## src/rtl/t1ar_pkg.sv

```systemverilog
package t1ar_pkg;

    typedef enum logic {
        CS_FREE  = 1'b0,
        CS_TRACK = 1'b1
    } clk_state_e;

    typedef enum logic [1:0] {
        FZ_IDLE  = 2'd0,
        FZ_HOLD  = 2'd1,
        FZ_ARMED = 2'd2
    } frz_state_e;

endpackage

```

## src/rtl/t1ar_rai_ctl.sv

```systemverilog
module t1ar_rai_ctl (
    input  logic clk_i,
    input  logic rst_ni,
    input  logic lfa_i,
    input  logic sync_i,
    input  logic en_i,
    output logic rai_o
);

    typedef struct packed {
        logic rai;
    } rai_regs_t;

    rai_regs_t r_d, r_q;

    always_comb begin
        r_d = r_q;
        if (!en_i) begin
            r_d.rai = 1'b0;
        end else if (lfa_i) begin
            r_d.rai = 1'b1;
        end else if (sync_i) begin
            r_d.rai = 1'b0;
        end
    end

    always_ff @(posedge clk_i or negedge rst_ni) begin
        if (!rst_ni) begin
            r_q <= '0;
        end else begin
            r_q <= r_d;
        end
    end

    assign rai_o = r_q.rai;

endmodule

```

## src/rtl/t1ar_ais_path.sv

```systemverilog
module t1ar_ais_path #(
    parameter int DW = 1
) (
    input  logic          clk_i,
    input  logic          rst_ni,
    input  logic          sync_i,
    input  logic          transp_i,
    input  logic [DW-1:0] data_i,
    output logic          ais_o,
    output logic [DW-1:0] data_o
);

    typedef struct packed {
        logic          ais;
        logic [DW-1:0] data;
    } ais_regs_t;

    ais_regs_t     r_d, r_q;
    logic          force_ones;
    logic [DW-1:0] lane_next;

    assign force_ones = !sync_i && !transp_i;

    for (genvar g = 0; g < DW; g++) begin : g_lane
        assign lane_next[g] = force_ones ? 1'b1 : data_i[g];
    end

    always_comb begin
        r_d      = r_q;
        r_d.ais  = force_ones;
        r_d.data = lane_next;
    end

    always_ff @(posedge clk_i or negedge rst_ni) begin
        if (!rst_ni) begin
            r_q <= '0;
        end else begin
            r_q <= r_d;
        end
    end

    assign ais_o  = r_q.ais;
    assign data_o = r_q.data;

endmodule

```

## src/rtl/t1ar_clk_fallback.sv

```systemverilog
module t1ar_clk_fallback
    import t1ar_pkg::*;
#(
    parameter int HOLD_W = 4
) (
    input  logic              clk_i,
    input  logic              rst_ni,
    input  logic              tick_i,
    input  logic              los_i,
    input  logic              slave_i,
    input  logic [HOLD_W-1:0] hold_i,
    output logic              sel_o
);

    typedef struct packed {
        clk_state_e        state;
        logic [HOLD_W-1:0] cnt;
        logic              sel;
    } clk_regs_t;

    clk_regs_t r_d, r_q;

    always_comb begin
        r_d = r_q;
        unique case (r_q.state)
            CS_TRACK: begin
                if (los_i) begin
                    r_d.state = CS_FREE;
                    r_d.cnt   = '0;
                end
            end
            CS_FREE: begin
                if (los_i) begin
                    r_d.cnt = '0;
                end else if (r_q.cnt >= hold_i) begin
                    r_d.state = CS_TRACK;
                    r_d.cnt   = '0;
                end else if (tick_i) begin
                    r_d.cnt = r_q.cnt + 1'b1;
                end
            end
            default: begin
                r_d.state = CS_FREE;
                r_d.cnt   = '0;
            end
        endcase
        r_d.sel = slave_i && (r_d.state == CS_TRACK);
    end

    always_ff @(posedge clk_i or negedge rst_ni) begin
        if (!rst_ni) begin
            r_q <= '{state: CS_FREE, cnt: '0, sel: 1'b0};
        end else begin
            r_q <= r_d;
        end
    end

    assign sel_o = r_q.sel;

endmodule

```

## src/rtl/t1ar_freeze_ctl.sv

```systemverilog
module t1ar_freeze_ctl
    import t1ar_pkg::*;
(
    input  logic clk_i,
    input  logic rst_ni,
    input  logic tick_i,
    input  logic lfa_i,
    input  logic los_i,
    input  logic sync_i,
    input  logic dis_i,
    output logic freeze_o
);

    typedef struct packed {
        frz_state_e state;
        logic       frz;
    } frz_regs_t;

    frz_regs_t r_d, r_q;

    always_comb begin
        r_d = r_q;
        if (dis_i) begin
            r_d.state = FZ_IDLE;
        end else if (lfa_i || los_i) begin
            r_d.state = FZ_HOLD;
        end else begin
            unique case (r_q.state)
                FZ_IDLE:  r_d.state = FZ_IDLE;
                FZ_HOLD:  r_d.state = sync_i ? FZ_ARMED : FZ_HOLD;
                FZ_ARMED: begin
                    if (!sync_i) begin
                        r_d.state = FZ_HOLD;
                    end else if (tick_i) begin
                        r_d.state = FZ_IDLE;
                    end
                end
                default:  r_d.state = FZ_IDLE;
            endcase
        end
        r_d.frz = (r_d.state != FZ_IDLE);
    end

    always_ff @(posedge clk_i or negedge rst_ni) begin
        if (!rst_ni) begin
            r_q <= '{state: FZ_IDLE, frz: 1'b0};
        end else begin
            r_q <= r_d;
        end
    end

    assign freeze_o = r_q.frz;

endmodule

```

## src/rtl/t1_alarm_resp.sv

```systemverilog
module t1_alarm_resp #(
    parameter int DW     = 1,
    parameter int HOLD_W = 4
) (
    input  logic              clk_i,
    input  logic              rst_ni,
    input  logic              frm_tick_i,
    input  logic              lfa_i,
    input  logic              sync_i,
    input  logic              los_i,
    input  logic              rai_auto_en_i,
    input  logic              ais_transp_i,
    input  logic              slave_mode_i,
    input  logic              freeze_dis_i,
    input  logic [HOLD_W-1:0] los_hold_i,
    input  logic [DW-1:0]     rx_data_i,
    output logic              rai_req_o,
    output logic              ais_active_o,
    output logic [DW-1:0]     rx_sys_data_o,
    output logic              clk_sel_o,
    output logic              freeze_o
);

    t1ar_rai_ctl u_rai (
        .clk_i  (clk_i),
        .rst_ni (rst_ni),
        .lfa_i  (lfa_i),
        .sync_i (sync_i),
        .en_i   (rai_auto_en_i),
        .rai_o  (rai_req_o)
    );

    t1ar_ais_path #(.DW(DW)) u_ais (
        .clk_i    (clk_i),
        .rst_ni   (rst_ni),
        .sync_i   (sync_i),
        .transp_i (ais_transp_i),
        .data_i   (rx_data_i),
        .ais_o    (ais_active_o),
        .data_o   (rx_sys_data_o)
    );

    t1ar_clk_fallback #(.HOLD_W(HOLD_W)) u_clk (
        .clk_i   (clk_i),
        .rst_ni  (rst_ni),
        .tick_i  (frm_tick_i),
        .los_i   (los_i),
        .slave_i (slave_mode_i),
        .hold_i  (los_hold_i),
        .sel_o   (clk_sel_o)
    );

    t1ar_freeze_ctl u_frz (
        .clk_i    (clk_i),
        .rst_ni   (rst_ni),
        .tick_i   (frm_tick_i),
        .lfa_i    (lfa_i),
        .los_i    (los_i),
        .sync_i   (sync_i),
        .dis_i    (freeze_dis_i),
        .freeze_o (freeze_o)
    );

endmodule

```

## config.mk

```make
export PLATFORM = sky130hd
export DESIGN_NAME = t1_alarm_resp
export DESIGN_NICKNAME = d
export VERILOG_FILES = /design/src/rtl/t1ar_pkg.sv /design/src/rtl/t1ar_rai_ctl.sv /design/src/rtl/t1ar_ais_path.sv /design/src/rtl/t1ar_clk_fallback.sv /design/src/rtl/t1ar_freeze_ctl.sv /design/src/rtl/t1_alarm_resp.sv
export SDC_FILE = /design/constraint.sdc
export NUM_CORES = 1
export LEC_CHECK = 0
export BUFFER_PORTS_ARGS = -buffer_cell sky130_fd_sc_hd__buf_2
export CAP_MARGIN = 20
export CORE_MARGIN = 2
export CORE_UTILIZATION = 48
export CTS_BUF_LIST = sky130_fd_sc_hd__clkbuf_16
export CTS_CLUSTER_SIZE = 25
export DETAILED_ROUTE_END_ITERATION = 8
export PLACE_DENSITY_LB_ADDON = 0.1
export SLEW_MARGIN = 20
export SYNTH_ARGS = -nofsm -noshare
export SYNTH_HDL_FRONTEND = slang
export SYNTH_SLANG_ARGS = --single-unit
```

## constraint.sdc

```tcl
create_clock -name clk_i -period 2.87 [get_ports clk_i]
set_clock_uncertainty 0.15 [all_clocks]
set_input_delay 0.574 -clock clk_i [delete_from_list [all_inputs] [get_ports clk_i]]
set_output_delay 0.574 -clock clk_i [all_outputs]
set_load 0.02 [all_outputs]
```

== Word-level counts from Yosys, hierarchy flattened ==
Index checks and enable logic that the tools add are counted.

* Add/sub/neg operators: 1
* $lt $le $gt $ge: 1
* Eq/ne operators: 5
* Muxes and demuxes: 17
* Bitwise logic cells: 1
* Reduce and logical (&&, ||, !) cells: 7

{| class="wikitable"
|+ Operators with widths
! kind !! count
|-
| $mux W4 || 3
|-
| $mux W2 || 5
|-
| $pmux W5 S2 || 1
|-
| $mux W1 || 6
|-
| $mux W5 || 1
|-
| $add A4 B1 Y4 const B || 1
|-
| $ge A4 B4 Y1 || 1
|-
| $ne A4 B3 Y1 const B || 1
|-
| $pmux W2 S2 || 1
|-
| $ne A3 B3 Y1 const B || 1
|-
| $eq A2 B1 Y1 const B || 1
|-
| $eq A2 B2 Y1 const B || 1
|-
| $logic_and A1 B1 Y1 || 2
|-
| $logic_not A1 Y1 || 2
|-
| $ne A2 B2 Y1 const B || 1
|-
| $reduce_and A2 Y1 || 1
|-
| $reduce_bool A2 Y1 || 1
|-
| $logic_or A1 B1 Y1 || 1
|-
| $not A1 Y1 || 1
|}

* Bits in registers: 12
* Bits of input ports: 15
* Output and inout port bits: 5
* Word-level logic and storage cells: 40

== Longest topological paths before layout ==
* Word-level depth: 6
* Depth in mapped cells: 7

== By module ==
A second synthesis with hierarchy kept.

* Cell total of the unflattened synthesis: 71
* Area total of the unflattened synthesis: 730.7 um^2

{| class="wikitable"
|+ Modules (own cells, without submodules)
! module !! times used !! cells each !! area each (um^2) !! seq. area each (um^2)
|-
| t1ar_clk_fallback || 1 || 47 || 440.4 || 150.1
|-
| t1ar_freeze_ctl || 1 || 17 || 182.7 || 75.1
|-
| t1ar_ais_path || 1 || 4 || 61.3 || 50.0
|-
| t1ar_rai_ctl || 1 || 3 || 46.3 || 25.0
|}

== Worst setup path before layout ==
No wires, ideal clock.

* Path kind: input to register
* Start point: input los_hold_i[0]
* End point: register u_clk.r_q[3] (netlist name)
* Library setup time: 0.064 ns
* Arrival: 1.947 ns
* Setup slack: 0.709 ns
* Cell stages on the path: 6
* Path through: ha_1 nand2b_1 a211o_1 a211o_1 nor4_1 a211o_1

* Cells in the longest elaborated chain, start to end: 4

{| class="wikitable"
|+ RTL lines
! what !! line !! text
|-
| from (decl) || t1_alarm_resp.sv:15 || <nowiki>input logic [HOLD_W-1:0] los_hold_i,</nowiki>
|-
| $ge A4 B4 Y1 * || t1ar_clk_fallback.sv:35 || <nowiki>end else if (r_q.cnt >= hold_i) begin</nowiki>
|-
| $mux W4 || t1ar_clk_fallback.sv:35 ||
|-
| $mux W4 || t1ar_clk_fallback.sv:33 || <nowiki>if (los_i) begin</nowiki>
|-
| $pmux W5 S2 || t1ar_clk_fallback.sv:25 || <nowiki>unique case (r_q.state)</nowiki>
|-
| to (signal assigned) || t1ar_clk_fallback.sv:52 || <nowiki>r_q <= '{state: CS_FREE, cnt: '0, sel: 1'b0};</nowiki>
|-
| to (signal assigned) || t1ar_clk_fallback.sv:54 || <nowiki>r_q <= r_d;</nowiki>
|-
| to (decl) || t1ar_clk_fallback.sv:21 || <nowiki>clk_regs_t r_d, r_q;</nowiki>
|}

Mark *: on every way between the ends. The rest lies on a longest branch, timed or not.
A chain may end at the register's enable or synchronous reset.

== Worst setup path after layout ==
* Start point: register u_clk.r_q[1] (netlist name)
* End point: register u_clk.r_q[3] (netlist name)

* Cells in the longest elaborated chain, start to end: 5

{| class="wikitable"
|+ RTL lines
! what !! line !! text
|-
| $add A4 B1 Y4 || t1ar_clk_fallback.sv:39 || <nowiki>r_d.cnt = r_q.cnt + 1'b1;</nowiki>
|-
| $mux W4 || t1ar_clk_fallback.sv:38 || <nowiki>end else if (tick_i) begin</nowiki>
|-
| $mux W4 || t1ar_clk_fallback.sv:35 ||
|-
| $mux W4 || t1ar_clk_fallback.sv:33 ||
|-
| $pmux W5 S2 || t1ar_clk_fallback.sv:25 ||
|}

Parallel ways exist; a longest one is shown, timed or not. The select of a mux whose other input is x is not followed.

==> flow_summary.json <==
{
  "status": "complete, no violations",
  "grt_usage_pct": 17.6,
  "period_share_pct": 74.9,
  "rsz0062_at_grt": "false",
  "synth-seq-cells": 12,
  "worst_slack_ns": 0.720,
  "place.port_buffers": 19,
  "peakVddDrop_v": 0.000383,
  "hp-class": "primary input to async pin",
  "hold_violations": 0,
  "h-tree-depth": 1,
  "final.setup.tns_ns": 0,
  "tritoncts": "built",
  "syn2layout_area_growth_pct": 27.7,
  "period_needed_ns": 2.15,
  "cts.clk_slew.worst_paths_ns": 0.04,
  "yosys.area.top_type": "dfrtp_1",
  "dp_hpwl_um": 1030,
  "setup_violations": 0,
  "grt_pass1_vias": 495,
  "worstMarginPinSlew_ns": 0.247,
  "clk_latency_ns": 0.23,
  "yosys-top-cells-area": "dfrtp_1, ha_1, a211o_1",
  "drc": 0,
  "io_pins": 20,
  "vias_per_cell": 5.27,
  "syn-instance-count": 71,
  "drtIter0Drc": 3,
  "yosysWarnings": 0,
  "syn_area_per_cell_sq_um": 9.41,
  "pre_cts_slack_ns": 0.485,
  "worst_setup_path_start_kind": "flip-flop",
  "antenna_found_initial": 0,
  "wl_per_cell_um": 12.0,
  "grt_pass1_wl_um": 1860,
  "dr.pass1.iters": 2,
  "max_freq_mhz": 465,
  "holdBufCountCts": 0,
  "nets": 116,
  "clock_path_buffers": 2,
  "coreArea_sq_um": 1300,
  "grt_max_degree": 13,
  "clkSinkCount": 12,
  "cp-end-kind": "flip-flop",
  "whs_ns": 0.0578,
  "synthesis.area_sq_um": 668,
  "cts_resized": 0,
  "yosysSeqAreaShare_pct": 44.9,
  "finalMaxSlewViolations": 0,
  "die_h_um": 41.3,
  "synthesis.nets": 93,
  "p_leak_nw": 0.459,
  "start_util_pct": 51.3,
  "gp_congestion": 0.653,
  "drt_wl_total_um": 1280,
  "die_w_um": 41.3,
  "num_rows": 13,
  "max_slew_margin_pct": 83.3,
  "synthDominantCellAreaShare_pct": 44.9,
  "power_density_nw_per_um2": 573,
  "criticalPathCategory": "flip-flop to flip-flop",
  "nFillCells": 115,
  "numCtsBuffers": 3,
  "cts_root_buf": "clkbuf_16",
  "ant_nets": 0,
  "cp.required_ns": 2.89,
  "vias": 564,
  "crit_path_max_fanout": 6,
  "drive_above_1_share_pct": 25.0,
  "antenna_cells": 0,
  "dieArea_sq_um": 1710,
  "cp.arrival_ns": 2.17,
  "synth.distinct_cells": 22,
  "maxCapViolations": 0,
  "grt.overflow.total": 0,
  "cts_setup_buffers": 0
}
-- state kept, by name, summed over array words and instances (netlist names) --
name	count
u_ais.data_o	1
u_ais.ais_o	1
u_frz.freeze_o	1
u_clk.sel_o	1
u_clk.r_q	5
u_rai.rai_o	1
u_frz.r_q	2
-- placed cells by master, fill, tap and decap left out, drive strengths merged --
cell type / netlist / routed
clkbuf: 1 / 3
nor4b: 1 / 1
nor4: 2 / 2
nand2: 7 / 7
or2: 2 / 2
o21bai: 1 / 1
o2bb2ai: 1 / 1
and2: 1 / 1
inv: 6 / 6
a21oi: 2 / 2
o21ai: 5 / 5
nand2b: 1 / 1
dfrtp: 12 / 12
nor2: 9 / 9
a21o: 1 / 1
buf: 0 / 19
nor2b: 3 / 3
nand4: 1 / 1
a211o: 4 / 4
a31oi: 1 / 1
o21a: 3 / 3
ha: 7 / 7
-- cells by family after synthesis --
logic type | synth area share [%]
buffers and inverters | 3.93
adder cells (fa/ha/maj) | 13.1
AO/OA/AOI/OAI | 18.4
AND/OR/NAND/NOR | 19.7
flip-flops | 44.9
-- per-layer routing --
layer	track usage [%]	part of all wire [%]	vias up	routed length [um]
li1	-	-	290	-
met1	18.5	42	260	537
met2	32.0	52	12	671
met3	4.26	5.2	2	67
met4	9.68	0.47	0	6
met5	0	0	-	0
-- worst paths after layout --
path	start	endpoint	slack (ns)	cells after the start
worst max register to register	u_clk.r_q[1]$_DFFE_PN0P_	u_clk.r_q[3]$_DFFE_PN0P_	0.72	7
worst max-delay path	u_clk.r_q[1]$_DFFE_PN0P_	u_clk.r_q[3]$_DFFE_PN0P_	0.72	7
max in group asynchronous	rst_ni	u_clk.r_q[2]$_DFFE_PN0P_	2.30	1
worst min register to register	u_clk.r_q[4]$_DFFE_PN0P_	u_clk.r_q[4]$_DFFE_PN0P_	0.40	1
min in group clk_i	ais_transp_i	u_ais.ais_o$_DFF_PN0_	0.34	2
worst min-delay path	rst_ni	u_frz.r_q[1]$_DFF_PN0_	0.06	1
-- cell type report --
| cell class | count | area (sq um) | area share [%] |
|---|---|---|---|
| Multi-Input combinational cell | 52 | 342 | 40.0 |
| Clock buffer | 3 | 75.1 | 8.80 |
| Timing Repair Buffer | 19 | 95.1 | 11.1 |
| Tap cell | 15 | 18.8 | 2.20 |
| Inverter | 6 | 22.5 | 2.64 |
| Sequential cell | 12 | 300 | 35.2 |
-- Yosys cell counts, drive strengths merged --
| cell | instances |
|---|---|
| dfrtp | 12 |
| nor4 | 2 |
| o21bai | 1 |
| nand2 | 7 |
| nand4 | 1 |
| o21ai | 5 |
| or2 | 2 |
| a21o | 1 |
| inv | 6 |
| nor2 | 9 |
| a21oi | 2 |
| nand2b | 1 |
| and2 | 1 |
| nor4b | 1 |
| a211o | 4 |
| clkbuf | 1 |
| a31oi | 1 |
| nor2b | 3 |
| o2bb2ai | 1 |
| o21a | 3 |
| ha | 7 |
-- worst max-delay path: stages, from the launching register on --
cell      delay (ns)
dfrtp_1         0.40
inv_1           0.07
ha_1            0.27
nand2b_1        0.14
a211o_1         0.30
a211o_1         0.36
nor4_1          0.26
a211o_1         0.14
-- where the power goes --
group / total (W) / internal [W] / switching, W
Clock: 0.000241 / 0.000180 / 0.0000611
Sequential: 0.000185 / 0.000179 / 0.00000646
Combinational: 0.0000625 / 0.0000277 / 0.0000348
Total: 0.000489 / 0.000387 / 0.000102
-- metrics by stage --
step / instances / util, % / cell area (sq um) / total power, W
finish: 107 / 65.6 / 853 / 0.000489
global placement: 104 / 59.8 / 778 / 0.000248
global route: 107 / 65.6 / 853 / 0.000513
CTS: 107 / 65.6 / 853 / 0.000494
floorplan: 71 / - / 668 / 0.000224
detailed placement: 104 / 59.8 / 778 / 0.000251
Power figures use the tool's default switching activity.
